File: config.mk
export PLATFORM = sky130hd
export DESIGN_NAME = gcb_ctrl
export DESIGN_NICKNAME = d
export VERILOG_FILES = /design/src/rtl/gcb_pkg.sv /design/src/rtl/gcb_sync.sv /design/src/rtl/gcb_cover.sv /design/src/rtl/gcb_celem_bank.sv /design/src/rtl/gcb_ctrl.sv
export SDC_FILE = /design/constraint.sdc
export NUM_CORES = 1
export LEC_CHECK = 0
export ABC_CLOCK_PERIOD_IN_PS = 3610
export CAP_MARGIN = 20
export CORE_AREA = 3 3 40 42
export CTS_CLUSTER_DIAMETER = 40
export CTS_CLUSTER_SIZE = 20
export DETAILED_ROUTE_END_ITERATION = 16
export DIE_AREA = 0 0 43 45
export DONT_BUFFER_PORTS = 1
export PLACE_DENSITY = 0.49
export SETUP_SLACK_MARGIN = 0.2
export SLEW_MARGIN = 5
export SYNTH_ARGS = -nofsm -noshare
export SYNTH_HDL_FRONTEND = slang
export SYNTH_SLANG_ARGS = --single-unit
File: constraint.sdc
create_clock -name clk -period 3.61 [get_ports clk]
set_clock_uncertainty 0.15 [all_clocks]
set_input_delay 0 -clock clk [delete_from_list [all_inputs] [get_ports clk]]
set_output_delay 0 -clock clk [all_outputs]
set_load 0.005 [all_outputs]
File: src/rtl/gcb_pkg.sv
package gcb_pkg;

    localparam int NSIG  = 3;
    localparam int IDX_X = 0;
    localparam int IDX_Y = 1;
    localparam int IDX_Z = 2;

    typedef struct packed {
        logic a;
        logic b;
        logic c;
        logic d;
    } gcb_in_t;

    localparam int IN_W = $bits(gcb_in_t);

    typedef logic [NSIG-1:0] gcb_vec_t;

endpackage

File: src/rtl/gcb_sync.sv
module gcb_sync #(
    parameter int WIDTH  = 4,
    parameter int STAGES = 2
) (
    input  logic             clk,
    input  logic             rst,
    input  logic [WIDTH-1:0] din,
    output logic [WIDTH-1:0] dout
);
    logic [WIDTH-1:0] stage_d [STAGES];
    logic [WIDTH-1:0] stage_q [STAGES];

    always_comb begin
        stage_d[0] = din;
        for (int i = 1; i < STAGES; i++) begin
            stage_d[i] = stage_q[i-1];
        end
    end

    always_ff @(posedge clk) begin
        if (rst) begin
            for (int i = 0; i < STAGES; i++) begin
                stage_q[i] <= '0;
            end
        end else begin
            for (int i = 0; i < STAGES; i++) begin
                stage_q[i] <= stage_d[i];
            end
        end
    end

    assign dout = stage_q[STAGES-1];

endmodule

File: src/rtl/gcb_cover.sv
module gcb_cover
    import gcb_pkg::*;
(
    input  gcb_in_t  smp,
    input  gcb_vec_t cur,
    output gcb_vec_t set_v,
    output gcb_vec_t clr_v
);
    logic x, y, z;

    always_comb begin
        x = cur[IDX_X];
        y = cur[IDX_Y];
        z = cur[IDX_Z];

        // x covers
        set_v[IDX_X] = (!smp.b && !smp.d && !y)
                     | (!smp.b &&  smp.c && !y)
                     | (!smp.b &&  smp.d && smp.a && y);
        clr_v[IDX_X] = ( smp.b &&  smp.d && !z)
                     | (!smp.c && !smp.d &&  z);

        // y covers
        set_v[IDX_Y] = smp.b && smp.d && !z;
        clr_v[IDX_Y] = (smp.b && !smp.c && z)
                     | (smp.b &&  smp.c && smp.a);

        // z covers
        set_v[IDX_Z] = !smp.b && smp.d && y && smp.a;
        clr_v[IDX_Z] = !smp.b && smp.c && !y;
        if (x) begin
            // x is read by no cover; kept for symmetry of the state view
        end
    end

endmodule

File: src/rtl/gcb_celem_bank.sv
module gcb_celem_bank #(
    parameter int              N    = 3,
    parameter logic [N-1:0]    INIT = '0
) (
    input  logic         clk,
    input  logic         rst,
    input  logic [N-1:0] set_v,
    input  logic [N-1:0] clr_v,
    output logic [N-1:0] val_q,
    output logic [N-1:0] clash_v
);
    for (genvar g = 0; g < N; g++) begin : g_elem
        typedef struct packed {
            logic val;
        } elem_t;

        elem_t e_d, e_q;

        always_comb begin
            e_d        = e_q;
            clash_v[g] = set_v[g] && clr_v[g];
            if (set_v[g] && !clr_v[g]) begin
                e_d.val = 1'b1;
            end else if (clr_v[g] && !set_v[g]) begin
                e_d.val = 1'b0;
            end
        end

        always_ff @(posedge clk) begin
            if (rst) begin
                e_q.val <= INIT[g];
            end else begin
                e_q <= e_d;
            end
        end

        assign val_q[g] = e_q.val;
    end

endmodule

File: src/rtl/gcb_ctrl.sv
module gcb_ctrl
    import gcb_pkg::*;
#(
    parameter int SYNC_STAGES = 2,
    parameter bit INIT_X      = 1'b1,
    parameter bit INIT_Y      = 1'b0,
    parameter bit INIT_Z      = 1'b0
) (
    input  logic clk,
    input  logic rst,
    input  logic in_a,
    input  logic in_b,
    input  logic in_c,
    input  logic in_d,
    output logic out_x,
    output logic out_y,
    output logic out_z,
    output logic conflict_o
);
    localparam gcb_vec_t INIT_V = {INIT_Z, INIT_Y, INIT_X};

    typedef struct packed {
        logic conflict;
    } flag_t;

    gcb_in_t  raw_in;
    gcb_in_t  smp_in;
    gcb_vec_t set_v;
    gcb_vec_t clr_v;
    gcb_vec_t state_q;
    gcb_vec_t clash_v;
    flag_t    flag_d, flag_q;

    always_comb begin
        raw_in.a = in_a;
        raw_in.b = in_b;
        raw_in.c = in_c;
        raw_in.d = in_d;
    end

    gcb_sync #(
        .WIDTH  (IN_W),
        .STAGES (SYNC_STAGES)
    ) u_sync (
        .clk  (clk),
        .rst  (rst),
        .din  (raw_in),
        .dout (smp_in)
    );

    gcb_cover u_cover (
        .smp   (smp_in),
        .cur   (state_q),
        .set_v (set_v),
        .clr_v (clr_v)
    );

    gcb_celem_bank #(
        .N    (NSIG),
        .INIT (INIT_V)
    ) u_bank (
        .clk     (clk),
        .rst     (rst),
        .set_v   (set_v),
        .clr_v   (clr_v),
        .val_q   (state_q),
        .clash_v (clash_v)
    );

    always_comb begin
        flag_d = flag_q;
        if (|clash_v) begin
            flag_d.conflict = 1'b1;
        end
    end

    always_ff @(posedge clk) begin
        if (rst) begin
            flag_q <= '0;
        end else begin
            flag_q <= flag_d;
        end
    end

    assign out_x      = state_q[IDX_X];
    assign out_y      = state_q[IDX_Y];
    assign out_z      = state_q[IDX_Z];
    assign conflict_o = flag_q.conflict;

endmodule

==> impl_results.md <==
* Yosys reg bits at 12
* Post-synthesis sequential area ratio at about half
* Mux contribution to synthesized area at under 10%
* Max-slew headroom at a little under three quarters
* Post-synth EDFFs at 0
* WL per Instance at between 10 and 15 um
* # diodes at 0
* Required time worst endpoint at between 3 and 4 ns
* Max VDD drop at 0.249 mV
* HP Class: input port to flop
* Final worst path period share at around 46%
* Multi-input logic area at around 230 um2
* Total Routed Length at 811 um
* Crit path kind: flop to flop
* Clock-pin slew on the worst setup and hold paths at 0.08 ns
* Crit path launch: u_sync.stage_q[0][5]$_SDFF_PP0_
* Data arrival, critical path at ~1.7 ns
* Post-Synth XOR/XNOR Area at 0%
* Fraction of registers with async set/reset at 0%
* IO Port Bufs at 0
* Clk sinks at 12
* Via Count at 342
* Syn Nets at 56
* Worst r2r path cells at 5
* Avg Synthesized Cell Area at 10.6 um2
* Synth Area in Simple Gates at around a quarter
* Pwr Total at 0.255 mW
* # Max-Cap Violations at 0
* Core Util, Final at a little under half
* P per Cell Area at ~440 nW/um2
* Critical-path maximum fanout at 4
* Worst-Margin Slew at 0.432 ns
* Status: finished clean
* H-Tree Depth at 1
* Synthesis Warnings at 0
* Top cell type by total area after synthesis: dfxtp_1
* Die H at 45 um
* Layout cell share with drive strength beyond 1 at approximately 11%
* Vias in the first global route at between 300 and 400
* Remaining Overflow, GRT at 0
* Predominant post-synthesis flop cell: dfxtp_1
* Initial Util at a little under two fifths
* Synthesized area at roughly 490 um2
* Hold slack final at 0.239 ns
* Post-layout minimum cycle time at approximately 1.7 ns
* HPWL after DPL at 558 um
* Slew Viols, Final at 0
* Synthesized-area fraction occupied by adder cells at about a tenth
* Initial antenna violation count at 0
* F_max at between 500 and 600 MHz
* DRT iter0 DRCs at 1
* Worst path bufs/invs at 0
* CTS resizes at 0
* Placed Instances at 60
* Drt pass-1 iters at 2
* Fin worst setup slack at about 1.9 ns
* Fillcell total at ~130
* Register area at 240 um2
* Largest net degree at the start of global routing at 13
* Hold Violations, Final at 0
* CP max stage delay at approximately 0.4 ns
* Dpl cell area at between 400 and 500 um2
* Final Cell Area at 579 um2
* Synth area leaders: dfxtp_1, ha_1, nor2b_1
* Yosys cell types at 18
* Vias/cell at 4.96
* Worst r2r dst: u_bank.g_elem[1].e_q$_SDFFE_PP0P_
* Root Buffer Master: clkbuf_4
* R2r setup slk at slightly below 2 ns
* Remaining DRCs at 0
* Post-route non-filler standard cell count at a little under 70
* Critical path startpoint category: flop
* Cells after synthesis at 46
* Synth-to-layout area growth at 19.3%
* Row count at 13
* Io pins at 10
* Synth Area in Compound Gates at under 10%
* Core area at roughly 1300 um2
* Total CTS buffers at 3
* Critical path's top delay family: multiplexers
* Lkg Pwr at roughly 0.25 nW
* Clock latency on the worst-skew pair at about 0.27 ns
* Final ANT Viol Nets at 0
* CTS Buffer Depth at 2
* Unrepaired setup endpoints after global routing: no
* Final #Nets at 65
* Crit path depth at 5
* GRT Util Overall at a little over a tenth
* Chip width at around 43 um
* Post-route setup TNS at 0 ns
* First-pass GRT wire length at about 1.4 mm
* Final setup viols at 0
* Crit end category: flop
* RePlAce Congestion at 0.728
* Highest-delay cell along the critical path: dfxtp_1
* Count leader, synth: dfxtp_1
* Reg2Reg Launch Point: u_sync.stage_q[0][5]$_SDFF_PP0_
* Share of the synthesized area in the top cell type at 49.5%
* Main combinational cell family by area after synthesis: simple AND/OR/NAND/NOR gates
* Synth cell count leaders: dfxtp_1, nor2b_1, nor2_1
* Setup WS pre-CTS at ~2 ns
* CTS tree: built
* Critical path, cell by cell: mux2_1 -> and2_1 -> ha_1 -> mux2i_1 -> nor2_1
* CP endpoint: u_bank.g_elem[1].e_q$_SDFFE_PP0P_
* Total Die Area at about 1900 um2
==> state kept, by name, indices dropped and copies added (netlist names) <==
name	cells
conflict_o	1
u_bank.g_elem.e_q	3
u_sync.stage_q	8
==> timing repair <==
action	in CTS	in global routing
hold endpoints to repair	12	0
setup buffers	0	0
hold buffers	5	0
endpoints found under the setup margin	0	0
==> worst min path at each step <==
| stage | startpoint | endpoint | slack (ns) | cells past startpoint |
|---|---|---|---|---|
| after floorplan | rst | u_sync.stage_q[0][3]$_SDFF_PP0_ | -0.08 | 1 |
| after global placement | rst | conflict_o$_SDFFE_PP0P_ | -0.08 | 1 |
| after detailed placement | rst | conflict_o$_SDFFE_PP0P_ | -0.08 | 1 |
| after CTS | in_b | u_sync.stage_q[0][2]$_SDFF_PP0_ | 0.22 | 2 |
| after global routing | in_a | u_sync.stage_q[0][3]$_SDFF_PP0_ | 0.23 | 2 |
| final | in_b | u_sync.stage_q[0][2]$_SDFF_PP0_ | 0.24 | 2 |
==> layout by cell type (no fill, tap or decap), drive strengths merged, types with 2 or more instances in the layout <==
master and n:
dlygate4sd3 5, mux2i 2, nor3 2, a21oi 2, inv 2, dfxtp 12
clkbuf 4, nor2b 8, ha 4, nor2 5
==> cell type report <==
cell class,count,share of cell area (%)
timing repair buffer,5,8.64
inverter,2,1.30
sequential,12,41.5
tap,15,3.24
clock buffer,4,6.26
multi-input combinational,31,39.1
==> logic make-up (layout without fill, tap and decap cells) <==
family / Yosys count / count (layout)
DFF: 12 / 12
adders and majority gates: 4 / 4
buffers and inverters: 3 / 11
muxes: 3 / 3
and+or+nand+nor: 21 / 21
AOI/OAI and AO/OA: 3 / 3
==> power breakdown <==
group	internal [mW]	leakage [nW]	switching (mW)
clock	0.0613	0.0210	0.0443
sequential	0.136	0.0985	0.00195
combinational	0.00697	0.133	0.00446
==> routing by layer <==
metal,vias up,part of all wire (%),routed length (um),global-route usage [%]
met2,14,47,383,17.1
met3,2,11,89,7.57
li1,169,-,-,-
met1,157,40,324,9.76
met5,-,0,0,0
met4,0,1.7,14,7.23
Power figures use the tool's default switching activity.
